$ cat config.mk
export PLATFORM = sky130hd
export DESIGN_NAME = mdio_mgmt_slave
export DESIGN_NICKNAME = d
export VERILOG_FILES = /design/src/rtl/mdio_slv_pkg.sv /design/src/rtl/mdio_frame_fsm.sv /design/src/rtl/mdio_reg_file.sv /design/src/rtl/mdio_mgmt_slave.sv
export SDC_FILE = /design/constraint.sdc
export NUM_CORES = 1
export LEC_CHECK = 0
export ABC_AREA = 0
export CAP_MARGIN = 10
export CORE_MARGIN = 2
export CORE_UTILIZATION = 58
export DETAILED_ROUTE_END_ITERATION = 8
export PLACE_DENSITY_LB_ADDON = 0.3
export SLEW_MARGIN = 20
export SYNTH_ARGS = -nofsm -noshare
export SYNTH_HDL_FRONTEND = slang
export SYNTH_SLANG_ARGS = --single-unit
$ cat constraint.sdc
create_clock -name mdc -period 2.2 [get_ports mdc]
set_input_delay 0.44 -clock mdc [delete_from_list [all_inputs] [get_ports mdc]]
set_output_delay 0.44 -clock mdc [all_outputs]
set_load 0.005 [all_outputs]
$ cat src/rtl/mdio_slv_pkg.sv
package mdio_slv_pkg;

    localparam logic [1:0] OP_RD = 2'b10;
    localparam logic [1:0] OP_WR = 2'b01;

    localparam logic [4:0] RA_CTRL = 5'd0;
    localparam logic [4:0] RA_STAT = 5'd1;
    localparam logic [4:0] RA_IDHI = 5'd2;
    localparam logic [4:0] RA_IDLO = 5'd3;
    localparam logic [4:0] RA_ADV  = 5'd4;
    localparam logic [4:0] RA_LPA  = 5'd5;
    localparam logic [4:0] RA_EXP  = 5'd6;

    typedef enum logic [2:0] {
        FS_PRE,
        FS_START,
        FS_HDR,
        FS_TA,
        FS_DATA
    } frm_state_e;

endpackage

$ cat src/rtl/mdio_frame_fsm.sv
module mdio_frame_fsm
    import mdio_slv_pkg::*;
#(
    parameter int PRE_LEN = 32,
    parameter int ADDR_W  = 5,
    parameter int DATA_W  = 16
) (
    input  logic              mdc,
    input  logic              rst_n,
    input  logic              mdio_in,
    input  logic [ADDR_W-1:0] phy_addr,
    input  logic [DATA_W-1:0] rd_data,
    output logic              rd_stb,
    output logic              wr_stb,
    output logic [ADDR_W-1:0] reg_addr,
    output logic [DATA_W-1:0] wr_data,
    output logic              mdio_out,
    output logic              mdio_oe
);

    localparam int HDR_LEN = 2 + 2 * ADDR_W;
    localparam int ONES_W  = $clog2(PRE_LEN + 1);
    localparam int CNT_MAX = (DATA_W > HDR_LEN) ? DATA_W : HDR_LEN;
    localparam int CNT_W   = $clog2(CNT_MAX);

    typedef struct packed {
        frm_state_e        st;
        logic [ONES_W-1:0] ones;
        logic [CNT_W-1:0]  cnt;
        logic [DATA_W-1:0] sh;
        logic              rd;
        logic              wr;
        logic [ADDR_W-1:0] ra;
        logic              oe;
        logic              dout;
    } fsm_t;

    localparam fsm_t FSM_RST = '{st: FS_PRE, default: '0};

    fsm_t q, d;
    logic [HDR_LEN-1:0] hdr;
    logic [1:0]         op;
    logic               hit;
    logic               op_ok;

    assign hdr   = {q.sh[HDR_LEN-2:0], mdio_in};
    assign op    = hdr[HDR_LEN-1 -: 2];
    assign hit   = (hdr[2*ADDR_W-1:ADDR_W] == phy_addr);
    assign op_ok = (op == OP_RD) || (op == OP_WR);

    always_comb begin
        d      = q;
        rd_stb = 1'b0;
        wr_stb = 1'b0;
        case (q.st)
            FS_PRE: begin
                d.oe = 1'b0;
                if (mdio_in) begin
                    if (q.ones != ONES_W'(PRE_LEN)) d.ones = q.ones + 1'b1;
                end else if (q.ones == ONES_W'(PRE_LEN)) begin
                    d.st   = FS_START;
                    d.ones = '0;
                end else begin
                    d.ones = '0;
                end
            end
            FS_START: begin
                if (mdio_in) begin
                    d.st  = FS_HDR;
                    d.cnt = '0;
                end else begin
                    d.st = FS_PRE;
                end
            end
            FS_HDR: begin
                d.sh  = {q.sh[DATA_W-2:0], mdio_in};
                d.cnt = q.cnt + 1'b1;
                if (q.cnt == CNT_W'(HDR_LEN - 1)) begin
                    d.cnt = '0;
                    d.ra  = hdr[ADDR_W-1:0];
                    d.rd  = (op == OP_RD) && hit;
                    d.wr  = (op == OP_WR) && hit;
                    d.st  = op_ok ? FS_TA : FS_PRE;
                end
            end
            FS_TA: begin
                d.cnt = q.cnt + 1'b1;
                if (q.cnt == '0) begin
                    if (q.rd) begin
                        rd_stb = 1'b1;
                        d.oe   = 1'b1;
                        d.dout = 1'b0;
                        d.sh   = rd_data;
                    end
                end else begin
                    d.st  = FS_DATA;
                    d.cnt = '0;
                    if (q.rd) begin
                        d.dout = q.sh[DATA_W-1];
                        d.sh   = {q.sh[DATA_W-2:0], 1'b0};
                    end
                end
            end
            FS_DATA: begin
                d.cnt = q.cnt + 1'b1;
                if (q.rd) begin
                    d.dout = q.sh[DATA_W-1];
                    d.sh   = {q.sh[DATA_W-2:0], 1'b0};
                end else begin
                    d.sh = {q.sh[DATA_W-2:0], mdio_in};
                end
                if (q.cnt == CNT_W'(DATA_W - 1)) begin
                    d.st   = FS_PRE;
                    d.ones = '0;
                    d.oe   = 1'b0;
                    d.dout = 1'b0;
                    wr_stb = q.wr;
                end
            end
            default: d = FSM_RST;
        endcase
    end

    always_ff @(posedge mdc or negedge rst_n) begin
        if (!rst_n) q <= FSM_RST;
        else        q <= d;
    end

    assign reg_addr = q.ra;
    assign wr_data  = {q.sh[DATA_W-2:0], mdio_in};
    assign mdio_out = q.dout;
    assign mdio_oe  = q.oe;

    // the enable rises only to drive the zero turnaround bit
    a_r2_ta_low: assert property (@(posedge mdc) disable iff (!rst_n)
        $rose(mdio_oe) |-> !mdio_out);

    // release right after the edge that samples the last data bit
    a_r2_release: assert property (@(posedge mdc) disable iff (!rst_n)
        (q.st == FS_DATA && q.cnt == CNT_W'(DATA_W - 1)) |=> !mdio_oe);

    // the line is only driven for a read that matched the strap
    a_r3_drive_only_hit: assert property (@(posedge mdc) disable iff (!rst_n)
        mdio_oe |-> (q.rd && (q.st == FS_TA || q.st == FS_DATA)));

    // a start bit is only looked for after a full preamble
    a_r1_full_preamble: assert property (@(posedge mdc) disable iff (!rst_n)
        (q.st == FS_START) |-> ($past(q.ones) == ONES_W'(PRE_LEN)));

    // an illegal opcode sends the decoder back to preamble hunting
    a_r10_bad_op: assert property (@(posedge mdc) disable iff (!rst_n)
        (q.st == FS_HDR && q.cnt == CNT_W'(HDR_LEN - 1) && !op_ok)
        |=> (q.st == FS_PRE && !mdio_oe));

endmodule

$ cat src/rtl/mdio_reg_file.sv
module mdio_reg_file
    import mdio_slv_pkg::*;
#(
    parameter int          ADDR_W   = 5,
    parameter int          DATA_W   = 16,
    parameter int          IRQ_N    = 7,
    parameter logic [4:0]  SRC_ADDR = 5'd29,
    parameter logic [4:0]  MSK_ADDR = 5'd30,
    parameter logic [15:0] CTRL_RST = 16'h3100,
    parameter logic [15:0] ADV_RST  = 16'h01E1,
    parameter logic [15:0] ID_HI    = 16'h01F0,
    parameter logic [15:0] ID_LO    = 16'h5A31,
    parameter logic [4:0]  ABILITY  = 5'b01111
) (
    input  logic              mdc,
    input  logic              rst_n,
    input  logic [ADDR_W-1:0] reg_addr,
    input  logic              rd_stb,
    input  logic              wr_stb,
    input  logic [DATA_W-1:0] wr_data,
    output logic [DATA_W-1:0] rd_data,
    input  logic              link_up,
    input  logic              an_done,
    input  logic              remote_fault,
    input  logic [DATA_W-1:0] lp_ability,
    input  logic [4:0]        an_expansion,
    input  logic [IRQ_N-1:0]  irq_event,
    output logic              irq
);

    typedef struct packed {
        logic [DATA_W-1:0] ctrl;
        logic [DATA_W-1:0] adv;
        logic [IRQ_N-1:0]  msk;
        logic [IRQ_N-1:0]  src;
    } regs_t;

    localparam regs_t REGS_RST = '{ctrl: CTRL_RST, adv: ADV_RST, default: '0};

    regs_t q, d;
    logic  src_clr;

    assign src_clr = rd_stb && (reg_addr == SRC_ADDR);

    always_comb begin
        d = q;
        for (int i = 0; i < IRQ_N; i++) begin
            d.src[i] = (q.src[i] && !src_clr) || irq_event[i];
        end
        if (wr_stb) begin
            case (reg_addr)
                RA_CTRL:  d.ctrl = wr_data;
                RA_ADV:   d.adv  = wr_data;
                MSK_ADDR: d.msk  = wr_data[IRQ_N:1];
                default:  ;
            endcase
        end
    end

    always_comb begin
        rd_data = '1;
        case (reg_addr)
            RA_CTRL: rd_data = q.ctrl;
            RA_STAT: rd_data = {ABILITY, 5'b0, an_done, remote_fault, 1'b1, link_up, 1'b0, 1'b1};
            RA_IDHI: rd_data = ID_HI;
            RA_IDLO: rd_data = ID_LO;
            RA_ADV:  rd_data = q.adv;
            RA_LPA:  rd_data = lp_ability;
            RA_EXP:  rd_data = {{(DATA_W-5){1'b0}}, an_expansion};
            SRC_ADDR: begin
                rd_data = '0;
                rd_data[IRQ_N:1] = q.src;
            end
            MSK_ADDR: begin
                rd_data = '0;
                rd_data[IRQ_N:1] = q.msk;
            end
            default: rd_data = '1;
        endcase
    end

    always_ff @(posedge mdc or negedge rst_n) begin
        if (!rst_n) q <= REGS_RST;
        else        q <= d;
    end

    assign irq = |(q.src & q.msk);

    // a flag read with no fresh event leaves the register empty
    a_r8_clear_on_read: assert property (@(posedge mdc) disable iff (!rst_n)
        (src_clr && irq_event == '0) |=> (q.src == '0));

    // a fresh event always lands, even on the clearing edge
    a_r8_set_wins: assert property (@(posedge mdc) disable iff (!rst_n)
        (irq_event != '0) |=> ((q.src & $past(irq_event)) == $past(irq_event)));

    // writes outside the writable set touch no storage
    a_r7_ro_write: assert property (@(posedge mdc) disable iff (!rst_n)
        (wr_stb && reg_addr != RA_CTRL && reg_addr != RA_ADV && reg_addr != MSK_ADDR)
        |=> ($stable(q.ctrl) && $stable(q.adv) && $stable(q.msk)));

    // an enable write keeps exactly bits 7:1
    a_r9_mask_write: assert property (@(posedge mdc) disable iff (!rst_n)
        (wr_stb && reg_addr == MSK_ADDR) |=> (q.msk == $past(wr_data[IRQ_N:1])));

endmodule

$ cat src/rtl/mdio_mgmt_slave.sv
module mdio_mgmt_slave #(
    parameter int PRE_LEN = 32,
    parameter int IRQ_N   = 7
) (
    input  logic             mdc,
    input  logic             rst_n,
    input  logic             mdio_in,
    output logic             mdio_out,
    output logic             mdio_oe,
    input  logic [4:0]       phy_addr,
    input  logic             link_up,
    input  logic             an_done,
    input  logic             remote_fault,
    input  logic [15:0]      lp_ability,
    input  logic [4:0]       an_expansion,
    input  logic [IRQ_N-1:0] irq_event,
    output logic             irq
);

    localparam int ADDR_W = 5;
    localparam int DATA_W = 16;

    logic [ADDR_W-1:0] reg_addr;
    logic [DATA_W-1:0] rd_data;
    logic [DATA_W-1:0] wr_data;
    logic              rd_stb;
    logic              wr_stb;

    mdio_frame_fsm #(
        .PRE_LEN (PRE_LEN),
        .ADDR_W  (ADDR_W),
        .DATA_W  (DATA_W)
    ) i_fsm (
        .mdc      (mdc),
        .rst_n    (rst_n),
        .mdio_in  (mdio_in),
        .phy_addr (phy_addr),
        .rd_data  (rd_data),
        .rd_stb   (rd_stb),
        .wr_stb   (wr_stb),
        .reg_addr (reg_addr),
        .wr_data  (wr_data),
        .mdio_out (mdio_out),
        .mdio_oe  (mdio_oe)
    );

    mdio_reg_file #(
        .ADDR_W (ADDR_W),
        .DATA_W (DATA_W),
        .IRQ_N  (IRQ_N)
    ) i_regs (
        .mdc          (mdc),
        .rst_n        (rst_n),
        .reg_addr     (reg_addr),
        .rd_stb       (rd_stb),
        .wr_stb       (wr_stb),
        .wr_data      (wr_data),
        .rd_data      (rd_data),
        .link_up      (link_up),
        .an_done      (an_done),
        .remote_fault (remote_fault),
        .lp_ability   (lp_ability),
        .an_expansion (an_expansion),
        .irq_event    (irq_event),
        .irq          (irq)
    );

endmodule

==> impl_summary.txt <==
----------------------------------------------------
[Timing]
  Final number of hold-violating endpoints ... 0
  Share of the clock period used by the worst path after layout ... 93.6%
  Max Clk Rate ... 0.485 GHz
  Time the worst path needs with I/O delays and setup ... 2.06 ns
  Max-Slew Margin vs Limit ... 64.6%
  Setup Total Neg Slack ... 0 ns
  Setup skew after layout ... 0.0120 ns
  Unrepaired setup endpoints after global routing ... no
  Tightest Pin Transition ... 0.532 ns
  Number of max-slew violations in the final report ... 0
  Total setup violations reported at the end of the flow ... 0

[Power]
  Total Power ... 0.00279 W
  Maximum ir drop on the vdd rail ... 0.000346 V
  Power density over the cells ... 510 mW/mm^2
  Leakage power summed over all cells ... 2.36 nW

[Setup path]
  Crit end category ... flip-flop
  Highest-delay cell along the critical path ... sky130_fd_sc_hd__dfrtp_1
  R2R depth ... 6
  R2R Setup Slk ... 0.14 ns
  Required time at the endpoint of the critical path ... 2.45 ns
  Critical Path Fanout Max ... 13
  Type of the worst setup path ... flip-flop to flip-flop
  Cell chain of the critical path ... ha_1 -> and3_1 -> nand3_2 -> nor4_4 -> buf_12 -> mux2_2
  End of the worst register-to-register path ... i_regs.q[16]
  Worst R2R Start ... i_fsm.q[26]
  Data arrival, critical path ... 2.31 ns
  Delay of the slowest cell on the worst path ... 0.40 ns
  Crit path launch type ... flip-flop

[Floorplan]
  Die Span X ... 92.3 um
  Die ar. ... 0.00852 sq mm
  Core region area ... 0.00765 sq mm
  Number of primary I/O pins ... 42
  Number of placement rows ... 32
  Vertical die dimension ... 92.3 um
  Initial core utilization ... 59.2%

[Detailed routing]
  Via-to-Cell Ratio ... 6.35
  Via count ... 3780
  Pre-antenna DRT Iters ... 6
  Number of DRC violations after detailed-routing iteration 0 ... 350
  Post-detailed-route count of antenna-violating nets ... 0
  Total length of routed wires ... 12100 um
  Drc violations ... 0
  Average wire length per cell after detail routing ... 20.4 um

[Global routing]
  Aggregate global routing overflow ... 0
  Vias in the first global route ... 3774
  Wire length of the first global-routing pass ... 19900 um
  Overall routing resource usage ... 30.5%
  Antenna violations before repair ... 0
  Largest net degree at the start of global routing ... 41

[Clocking]
  Sink Count ... 84
  Root Buffer ... sky130_fd_sc_hd__clkbuf_8
  Worst skew pair latency ... 0.37 ns
  CTS tree ... yes
  CTS HTree Levels ... 3
  Number of CTS-inserted buffers ... 9
  Clock edge transition at the registers on the reported setup and hold paths ... 0.09 ns
  Number of buffers between clock root and the deepest sink ... 2

[Final layout]
  Antenna fix cells ... 0
  Register area ... 0.00211 sq mm
  Cell Count, Final, Fillers Out ... 595
  Filler cell count in the final layout ... 588
  Ratio of cells with drive above 1 in the final layout ... 23.9%
  Total area of multi-input combinational cells ... 0.00226 sq mm
  Layout area overhead ... 20.8%
  Number of nets in the finished design ... 533

[Yosys]
  Syn Nets ... 467
  Number of different library cells in the post-synthesis netlist ... 64
  Cell taking the most area after synthesis ... sky130_fd_sc_hd__dfrtp_1
  Gate count after technology mapping ... 422
  Mean Syn Cell Area ... 10.7 sq um
  Synth top area share ... 42.0%
  Most common flop cell mapped by yosys ... sky130_fd_sc_hd__dfrtp_1
  Number of warning messages in the yosys log ... 0
  EDFF count, synth ... 0
  Seq/Total Area, Yosys ... 46.7%
  Post-Synthesis Cell Area ... 0.00452 sq mm
  Share of synthesized flip-flops with an asynchronous set or reset ... 100%
  Most common cell in the synthesized netlist ... sky130_fd_sc_hd__dfrtp_1
  Post-synth top cells ... sky130_fd_sc_hd__dfrtp_1, sky130_fd_sc_hd__nand2_1, sky130_fd_sc_hd__mux2_2
  Cell types occupying the most area after synthesis ... sky130_fd_sc_hd__dfrtp_1, sky130_fd_sc_hd__mux2_2, sky130_fd_sc_hd__dfstp_2
  FF+latch count, synth ... 84

[Placed design]
  Number of placed instances, taps included ... 578
  Number of buffers inserted by port buffering ... 41
  Hpwl dp ... 8760 um
  Global placer's final weighted congestion ... 0.979

[Min path]
  Class of the tightest hold or removal check ... input pin to asynchronous set/reset pin

[Job]
  Number of maximum-capacitance constraint violations ... 0

[Outcome]
  Status ... finished clean

----------------------------------------------------
[cell usage in the layout (no fill, tap or decap), types with 10 or more instances in the layout]
master / n
sky130_fd_sc_hd__a31oi_1: 10
sky130_fd_sc_hd__a22oi_1: 24
sky130_fd_sc_hd__dfrtp_1: 76
sky130_fd_sc_hd__nor3_1: 11
sky130_fd_sc_hd__clkdlybuf4s50_1: 39
sky130_fd_sc_hd__buf_4: 37
sky130_fd_sc_hd__nor2_1: 17
sky130_fd_sc_hd__nand3_1: 12
sky130_fd_sc_hd__o21ai_0: 23
sky130_fd_sc_hd__mux2_2: 29
sky130_fd_sc_hd__nand2_1: 31
sky130_fd_sc_hd__a21oi_1: 19
sky130_fd_sc_hd__mux2_4: 10
[power breakdown]
part | switching, W | internal (W)
registers | 0.0000252 | 0.00156
clock network | 0.000624 | 0.000417
logic | 0.0000677 | 0.0000959
total | 0.000717 | 0.00207
[critical path, delay by kind of cell (launching register included)]
kind	cells	cell delay [ns]
buffers and inverters	1	0.22
adders and majority gates	1	0.24
and+or+nand+nor	3	0.74
muxes	1	0.35
DFF	1	0.40
[timing repair]
action                                  CTS  global route
resized for setup                         1             3
endpoints found under the setup margin    3             8
pin swaps                                 0             3
hold buffers                              0             0
setup buffers                             0             1
gates cloned                              0             0
[worst max-delay path by stage]
stage                      startpoint                end  slack (ns)
finish                    i_fsm.q[26]       i_regs.q[16]        0.14
global route        i_fsm.reg_addr[3]   i_fsm.wr_data[6]        0.03
CTS                       i_regs.q[6]                irq        0.02
detailed placement        i_fsm.q[25]  i_fsm.wr_data[11]       -0.02
global placement          i_fsm.q[25]   i_fsm.wr_data[6]        0.15
floorplan           i_fsm.reg_addr[3]       i_regs.q[23]        0.27
[routing by layer]
| layer | up-vias | GRT usage, % | part of all wire, % |
|---|---|---|---|
| li1 | 1721 | - | - |
| met1 | 1863 | 41.9 | 43 |
| met2 | 166 | 49.1 | 49 |
| met3 | 30 | 5.86 | 5.6 |
| met4 | 0 | 9.83 | 2.6 |
| met5 | - | 0 | 0 |
[layout make-up]
| class | count | area share (%) |
|---|---|---|
| inverters | 8 | 0.549 |
| repair buffers | 81 | 13.9 |
| clock inverters | 7 | 0.916 |
| well taps | 102 | 2.34 |
| multi-input cells | 304 | 41.4 |
| clock buffers | 9 | 2.27 |
| flip-flops and latches | 84 | 38.6 |
[state kept, by name, indices dropped and copies added, names as in the netlist]
name	count
i_fsm.mdio_oe	1
i_fsm.mdio_out	1
i_fsm.q	16
i_fsm.reg_addr	5
i_fsm.wr_data	15
i_regs.q	46
[per-stage QoR]
stage                     utilization [%]  area, sq um  worst slack, ns  hold slack, ns
final                                71.5         5470            0.140          0.0450
after global routing                 71.5         5470           0.0332          0.0756
after CTS                            71.3         5450           0.0239          0.0598
after detailed placement             69.0         5270          -0.0166           0.450
after global placement               69.0         5270            0.147           0.445
after floorplan                         -         4520            0.269           0.144
[cell families (layout without fill, tap and decap cells)]
group / Yosys count / count (layout) / share of synthesized area [%]
compound gates: 129 / 129 / 20.1
simple gates: 115 / 115 / 14.3
flops: 84 / 84 / 46.7
buf+inv: 34 / 105 / 3.51
xor+xnor: 6 / 6 / 1.16
mux: 48 / 48 / 12.6
fa+ha+maj: 6 / 6 / 1.66
Power figures use the tool's default switching activity.
